File: src/rtl/frac_resamp_pkg.sv
package frac_resamp_pkg;
   // Default geometry of the rate word and the reported fields
   localparam int DEF_INT_W  = 2;
   localparam int DEF_FRAC_W = 30;
   localparam int DEF_DLY_W  = 12;

   // A ratio is legal when its integer field is nonzero (1.0 <= r < 4.0)
   function automatic bit ratio_legal(input logic [DEF_INT_W-1:0] int_part);
      return int_part != '0;
   endfunction
endpackage

File: src/rtl/frac_resamp_ratio_reg.sv
module frac_resamp_ratio_reg #(
   parameter int INT_W  = 2,
   parameter int FRAC_W = 30,
   localparam int RW    = INT_W + FRAC_W
) (
   input  logic          clk,
   input  logic          rst_n,
   input  logic          wr_en,
   input  logic [RW-1:0] wr_data,
   output logic [RW-1:0] ratio_q
);
   localparam logic [RW-1:0] ONE = RW'(1) << FRAC_W;

   logic legal;

   generate
      if (INT_W == frac_resamp_pkg::DEF_INT_W) begin : g_pkg_check
         assign legal = frac_resamp_pkg::ratio_legal(wr_data[RW-1 -: INT_W]);
      end else begin : g_gen_check
         assign legal = |wr_data[RW-1 -: INT_W];
      end
   endgenerate

   // Register update: a write lands after the current edge, so a step
   // sampled at the same edge still sees the previous value.
   always_ff @(posedge clk or negedge rst_n) begin
      if (!rst_n)
         ratio_q <= ONE;
      else if (wr_en && legal)
         ratio_q <= wr_data;
   end
endmodule

File: src/rtl/frac_resamp_phase_acc.sv
module frac_resamp_phase_acc #(
   parameter int INT_W  = 2,
   parameter int FRAC_W = 30,
   parameter int DLY_W  = 12,
   localparam int RW    = INT_W + FRAC_W,
   localparam int ADV_W = INT_W + 1,
   localparam int SUM_W = FRAC_W + ADV_W
) (
   input  logic             clk,
   input  logic             rst_n,
   input  logic             clr,
   input  logic             step,
   input  logic [RW-1:0]    ratio,
   output logic             res_vld,
   output logic [ADV_W-1:0] res_adv,
   output logic [DLY_W-1:0] res_dly
);
   logic [FRAC_W-1:0] phase_q;
   logic [SUM_W-1:0]  sum;
   logic [DLY_W-1:0]  dly_next;

   // phase fraction (< 1.0) plus ratio (< 4.0) is below 5.0: ADV_W bits suffice
   assign sum = SUM_W'(phase_q) + SUM_W'(ratio);

   generate
      if (DLY_W == FRAC_W) begin : g_dly_full
         assign dly_next = sum[FRAC_W-1:0];
      end else begin : g_dly_top
         assign dly_next = sum[FRAC_W-1 -: DLY_W];
      end
   endgenerate

   always_ff @(posedge clk or negedge rst_n) begin
      if (!rst_n) begin
         phase_q <= '0;
         res_vld <= 1'b0;
         res_adv <= '0;
         res_dly <= '0;
      end else if (clr) begin
         phase_q <= '0;
         res_vld <= 1'b0;
      end else if (step) begin
         phase_q <= sum[FRAC_W-1:0];
         res_vld <= 1'b1;
         res_adv <= sum[SUM_W-1 -: ADV_W];
         res_dly <= dly_next;
      end else begin
         res_vld <= 1'b0;
      end
   end
endmodule

File: src/rtl/frac_resamp_ctrl.sv
module frac_resamp_ctrl #(
   parameter int INT_W  = frac_resamp_pkg::DEF_INT_W,
   parameter int FRAC_W = frac_resamp_pkg::DEF_FRAC_W,
   parameter int DLY_W  = frac_resamp_pkg::DEF_DLY_W,
   localparam int RW    = INT_W + FRAC_W,
   localparam int ADV_W = INT_W + 1
) (
   input  logic             clk,
   input  logic             rst_n,
   input  logic             sync_clr,
   input  logic             ratio_wr,
   input  logic [RW-1:0]    ratio_wdata,
   input  logic             step_req,
   output logic             out_vld,
   output logic [ADV_W-1:0] adv_cnt,
   output logic [DLY_W-1:0] delay_word
);
   // Elaboration-time parameter checks
   generate
      if (INT_W < 1) begin : g_bad_int
         $error("INT_W must be at least 1");
      end
      if (DLY_W < 1 || DLY_W > FRAC_W) begin : g_bad_dly
         $error("DLY_W must lie in 1..FRAC_W");
      end
   endgenerate

   logic [RW-1:0] ratio_act;

   frac_resamp_ratio_reg #(
      .INT_W (INT_W),
      .FRAC_W(FRAC_W)
   ) u_ratio (
      .clk    (clk),
      .rst_n  (rst_n),
      .wr_en  (ratio_wr),
      .wr_data(ratio_wdata),
      .ratio_q(ratio_act)
   );

   frac_resamp_phase_acc #(
      .INT_W (INT_W),
      .FRAC_W(FRAC_W),
      .DLY_W (DLY_W)
   ) u_acc (
      .clk    (clk),
      .rst_n  (rst_n),
      .clr    (sync_clr),
      .step   (step_req),
      .ratio  (ratio_act),
      .res_vld(out_vld),
      .res_adv(adv_cnt),
      .res_dly(delay_word)
   );
endmodule

File: config.mk
export PLATFORM = sky130hd
export DESIGN_NAME = frac_resamp_ctrl
export DESIGN_NICKNAME = d
export VERILOG_FILES = /design/src/rtl/frac_resamp_pkg.sv /design/src/rtl/frac_resamp_ratio_reg.sv /design/src/rtl/frac_resamp_phase_acc.sv /design/src/rtl/frac_resamp_ctrl.sv
export SDC_FILE = /design/constraint.sdc
export NUM_CORES = 1
export LEC_CHECK = 0
export CAP_MARGIN = 20
export CORE_MARGIN = 2
export CORE_UTILIZATION = 63
export CTS_BUF_LIST = sky130_fd_sc_hd__clkbuf_4 sky130_fd_sc_hd__clkbuf_8
export DETAILED_ROUTE_END_ITERATION = 8
export HOLD_SLACK_MARGIN = 0.06
export PLACE_DENSITY = 0.88
export SLEW_MARGIN = 10
export SYNTH_ARGS = -nofsm -noshare
export SYNTH_HDL_FRONTEND = slang
export SYNTH_HIERARCHICAL = 1
export SYNTH_SLANG_ARGS = --single-unit
export TNS_END_PERCENT = 50
File: constraint.sdc
create_clock -name clk -period 4.31 [get_ports clk]
set_clock_uncertainty 0.1 [all_clocks]
set_input_delay 0.6465 -clock clk [delete_from_list [all_inputs] [get_ports clk]]
set_output_delay 0.6465 -clock clk [all_outputs]
set_load 0.02 [all_outputs]
### Word level (Yosys, flattened, before mapping)

Index checks and enable logic that the tools add are counted.

* input port bits: 37
* output and inout bits: 16
* bits in writable memories: 0
* bits in latches: 0
* word-level logic and storage cells: 15
* memory bits (read-only): 0
* register bits after elaboration: 78
* memories kept: 0

* divide/modulo/power cells: 0
* $add $sub $neg: 1
* equal/unequal tests: 0
* shift operators: 0
* mux-type cells: 4
* order comparisons: 0
* bitwise operators: 1
* reductions and logical operators: 4
* multiply operators: 0

Operators by type and width (count)
* 30-bit 2-to-1 mux: 2
* 30-bit by 32-bit adder with 33-bit output: 1
* 2-bit nonzero test: 2
* 1-bit 2-to-1 mux: 2
* 2-bit AND reduction: 1
* 1-bit logical AND: 1
* 1-bit NOT: 1

### Depth between registers and ports, before layout

* word-level depth: 3
* gate-level depth with buffers: 10

### Modules after synthesis

The synthesis kept the hierarchy.

Modules (own cells, without submodules)
* frac_resamp_phase_acc: seq. area each 1151.1 um^2, cells each 418, area each 3490.8 um^2, instances 1
* frac_resamp_ratio_reg: seq. area each 802.0 um^2, cells each 70, area each 1322.5 um^2, instances 1

### Worst setup path after synthesis

OpenSTA, ideal clock, no wires.

* path type: register to register
* start: reg u_ratio.ratio_q[9]
* end: reg u_acc.phase_q[28]
* setup time: 131 ps
* path buffers: 0
* stages on the path, launching flop included: 9
* data required time: 4079 ps
* arrival: 2216 ps
* setup slack: 1863 ps
* clock period less this slack: 2447 ps
* path through: dfrtp_1 -> ha_1 -> nand2_1 -> or3_1 -> a2111o_1 -> o221ai_4 -> nand2_1 -> a41oi_2 -> nand3_1

* longest elaborated chain between the ends: 3

RTL lines
* from (decl): line frac_resamp_ratio_reg.sv:10 `output logic [RW-1:0] ratio_q`
* from (signal assigned): line frac_resamp_ratio_reg.sv:30 `ratio_q <= wr_data;`
* 30-bit by 32-bit adder with 33-bit output: line frac_resamp_phase_acc.sv:23 `assign sum = SUM_W'(phase_q) + SUM_W'(ratio);`
* 30-bit 2-to-1 mux: line frac_resamp_phase_acc.sv:42 `end else if (step) begin`
* 30-bit 2-to-1 mux: line frac_resamp_phase_acc.sv:39 `end else if (clr) begin`
* to (signal assigned): line frac_resamp_phase_acc.sv:43 `phase_q <= sum[FRAC_W-1:0];`
* to (decl): line frac_resamp_phase_acc.sv:18 `logic [FRAC_W-1:0] phase_q;`

No other way between the ends. The select of a mux whose other input is x is not followed.
A chain may end at the register's enable or synchronous reset.

### Final worst setup path

* start: in sync_clr
* end: reg u_acc.res_dly[1]

* longest elaborated chain between the ends: 2

RTL lines
* from (decl): line frac_resamp_ctrl.sv:10 `input logic sync_clr,`
* 1-bit NOT (no source line)
* 2-bit AND reduction (no source line)
* to (signal assigned): line frac_resamp_phase_acc.sv:46 `res_dly <= dly_next;`
* to (decl): line frac_resamp_phase_acc.sv:16 `output logic [DLY_W-1:0] res_dly`

No other way between the ends.

==> results by group <==
STA
  • RSZ-0062 raised after global routing: no
  • Final period demand of the worst path: 2910 ps
  • Fin Setup TNS: 0 ps
  • Worst-Margin Slew: slightly below 1000 ps
  • Final Setup Violations: 0
  • Max_slew headroom: between 30% and 40%
  • Period utilization: about two thirds
  • Final count of pins violating max slew: 0
  • Max Freq: roughly 340 MHz
  • Fin. Hold Viols: 0

Route
  • 1st-iter DRT viols: 233
  • First-pass DRT Iterations: 5
  • WL/cell: around 18 um
  • WL final: 11.5 mm
  • Via count: ~3,900
  • Post-DRT Antenna Nets: 0
  • Residual DRC: 0
  • Number of vias per cell: 6.16

Yosys
  • Ys flop type: dfrtp_1
  • Yosys cell types: 65
  • Async set-reset flop share out of synthesis: 100%
  • EDFF count, synth: 0
  • FF+latch count, synth: 78
  • Ys Warns: 6
  • Post-Syn Area: between 4000 and 5000 um2
  • Synthesized area per cell: 9.86 um2
  • Synth Net Count: around 560
  • Cells after Synth: just under 500
  • Sequential share of the synthesized area: between 40% and 50%

Setup path
  • R2R depth: 10
  • CP arrival: 3040 ps
  • Startpoint types: primary input
  • CP max-delay cell: clkdlybuf4s50_1
  • CP Cell Sequence: clkdlybuf4s50_1, nand2b_1, buf_4, nor2_1, and2_1, a21oi_1, nand2_1
  • Worst r2r dst: u_acc/phase_q[24]$_DFFE_PN0P_
  • Worst-path fanout max: 23
  • Top delay family on crit path: buffers and inverters
  • CP endpoint kind: flip-flop
  • Reg-to-Reg Start: u_ratio/ratio_q[0]$_DFFE_PN0P_
  • Critical Path RT: ~4400 ps
  • Worst path max stage delay: roughly 800 ps
  • Crit path kind: primary input to flip-flop
  • R2R Setup Slk: 1460 ps
  • Buf+Inv Stages, Crit Path: 2
  • Worst Setup SP: sync_clr

Global routing
  • Gr usage total: just under 30%
  • Largest net degree at the start of global routing: 79
  • Vias in the first global route: just over 4,000
  • GRT overflow: 0
  • First-pass GRT wire length: just under 20 mm
  • Antenna violations before repair: 0

Cells and area
  • Share of cells above drive strength 1: between 10% and 20%
  • Design Area, Final: between 5000 and 6000 um2
  • Commonest non-fill, non-tap cells in the layout: dfrtp_1, nand2_1, clkdlybuf4s50_1
  • ANT cells: 0
  • Nets: approximately 600
  • Area added between synthesis and finish: 16.3%
  • Commonest non-fill, non-tap cell in the layout: dfrtp_1
  • Number of fill cells: between 400 and 500
  • Post-route insts no fill: around 640

Power and ir drop
  • Maximum vdd drop: around 0.00036 V
  • Leak pwr: between 0.002 and 0.003 uW
  • Pwr per Cell Area: 560 nW/um2

Clock network
  • CTS tree: yes
  • Skew-Pair Late Insertion Delay: between 300 and 400 ps
  • Clock root buffer: clkbuf_8
  • Clock sinks: just under 80
  • Post-CTS Hold Buffers: 0
  • Num CTS Buffers: 9
  • Clock slew at reported path FFs: about 80 ps
  • PostCTS Resize Cnt: 0
  • Htree depth: 3
  • # Post-CTS Setup Buffers: 0
  • Clk buf depth: 2

Placed design
  • Port Buffers: 52
  • Post-Place Cells: between 600 and 700
  • DP HPWL: 8.38 mm
  • Area post-placement: 5380 um2
  • GP Congestion: 0.881

Job
  • MaxCap Viol Count: 0

Floorplan
  • Site Rows: 31
  • Die height: about 91 um
  • Floorplan Core Area: approximately 7300 um2
  • Die Width: 91.4 um
  • I/O pin total: 53
  • Initial core utilization: about two thirds
  • Die area: 8360 um2

Status
  • Status: finished clean

Worst hold path
  • Hold WC Path Type: primary input to async pin
## through the flow
step / hold slack [ps] / utilization, % / total power (uW) / setup slack, ps
3_3_place_gp: 366 / 73.3 / 2450 / 1190
3_5_place_dp: 372 / 73.3 / 2500 / 1050
2_1_floorplan: 251 / - / 2060 / 1860
4_1_cts: 382 / 76.4 / 3120 / 1420
5_1_grt: 415 / 76.4 / 3350 / 1210
6_report: 312 / 76.4 / 3140 / 1400
## sequential cells by signal (all words and copies together) (netlist names)
name             cells
u_acc/res_dly       12
u_acc/phase_q       30
u_acc/res_adv        3
u_acc/res_vld        1
u_ratio/ratio_q     32
## cell type report
cell class,instances,area [um2],area share [%]
Inverter,9,33.8,0.603
Clock inverter,7,98.8,1.77
Multi-Input combinational cell,383,2720,48.5
Sequential cell,78,1950,34.9
Timing Repair Buffer,56,548,9.79
Clock buffer,9,124,2.21
Tap cell,99,124,2.21
## where the power goes
group	leakage (uW)	switching (uW)	internal (uW)
sequential	0.000966	115	908
combinational	0.00146	879	628
clock	0.000109	281	328
total	0.00254	1270	1860
## cells in the mapped netlist, types with 2 or more instances
cell | count | area share [%]
dfrtp_1 | 77 | 40
nand2_1 | 66 | 5.1
a21oi_1 | 39 | 4.1
nor2_1 | 38 | 3.0
ha_1 | 30 | 7.8
mux2_4 | 30 | 9.4
o21ai_1 | 29 | 3.0
xnor2_1 | 12 | 2.2
xor2_1 | 12 | 2.2
mux2i_1 | 11 | 2.3
o21ai_0 | 11 | 1.1
nand3_1 | 9 | 0.94
clkbuf_1 | 8 | 0.62
inv_1 | 8 | 0.62
nand4_1 | 7 | 0.91
nand2b_1 | 6 | 0.78
nor3_1 | 6 | 0.62
o211ai_1 | 6 | 0.94
a31oi_1 | 5 | 0.65
a211oi_1 | 4 | 0.62
a21o_1 | 4 | 0.62
and2_1 | 4 | 0.52
buf_6 | 4 | 0.94
or3_1 | 4 | 0.52
a21oi_2 | 3 | 0.55
and3_1 | 3 | 0.39
o31ai_1 | 3 | 0.47
a211o_1 | 2 | 0.36
a21boi_1 | 2 | 0.31
a22o_2 | 2 | 0.42
a41oi_1 | 2 | 0.36
buf_4 | 2 | 0.31
dlygate4sd1_1 | 2 | 0.36
nor2b_1 | 2 | 0.26
nor4_1 | 2 | 0.26
o2111ai_1 | 2 | 0.36
o21a_1 | 2 | 0.31
o21bai_1 | 2 | 0.31
## layer usage
layer,wire [um],global-route usage [%],part of all wire [%],vias up
met5,0,0,0,-
met4,197,9.22,1.7,0
met3,589,6.72,5.1,20
met2,5490,48.5,48,138
met1,5210,39.7,45,1921
li1,-,-,-,1867
## cells by family (layout without fill, tap and decap cells)
| family | count (synthesis) | after routing | synth area share [%] |
|---|---|---|---|
| AND/OR/NAND/NOR | 157 | 157 | 14.9 |
| AO/OA/AOI/OAI | 130 | 130 | 17.2 |
| flip-flops | 78 | 78 | 40.6 |
| multiplexers | 41 | 41 | 11.6 |
| adder cells (fa/ha/maj) | 31 | 31 | 8.21 |
| buffers and inverters | 27 | 81 | 3.12 |
| XOR/XNOR | 24 | 24 | 4.37 |
## worst max-delay path by stage
stage,endpoint,slack [ps],depth (start not counted)
after CTS,u_acc/res_dly[1]$_DFFE_PN0P_,1420,7
after detailed placement,u_acc/res_dly[1]$_DFFE_PN0P_,1050,7
after global placement,u_acc/phase_q[19]$_DFFE_PN0P_,1190,7
after floorplan,u_acc/phase_q[28]$_DFFE_PN0P_,1860,8
after global routing,u_acc/res_dly[1]$_DFFE_PN0P_,1210,7
final,u_acc/res_dly[1]$_DFFE_PN0P_,1400,7
## worst reg2reg max path: cells and delay by family, from the launching register on
family	cells	cell delay [ps]
buf+inv	1	80
compound gates	4	690
xor+xnor	1	250
simple gates	2	750
fa+ha+maj	2	430
flops	1	410
No activity file was read; power rests on OpenSTA's default activity.
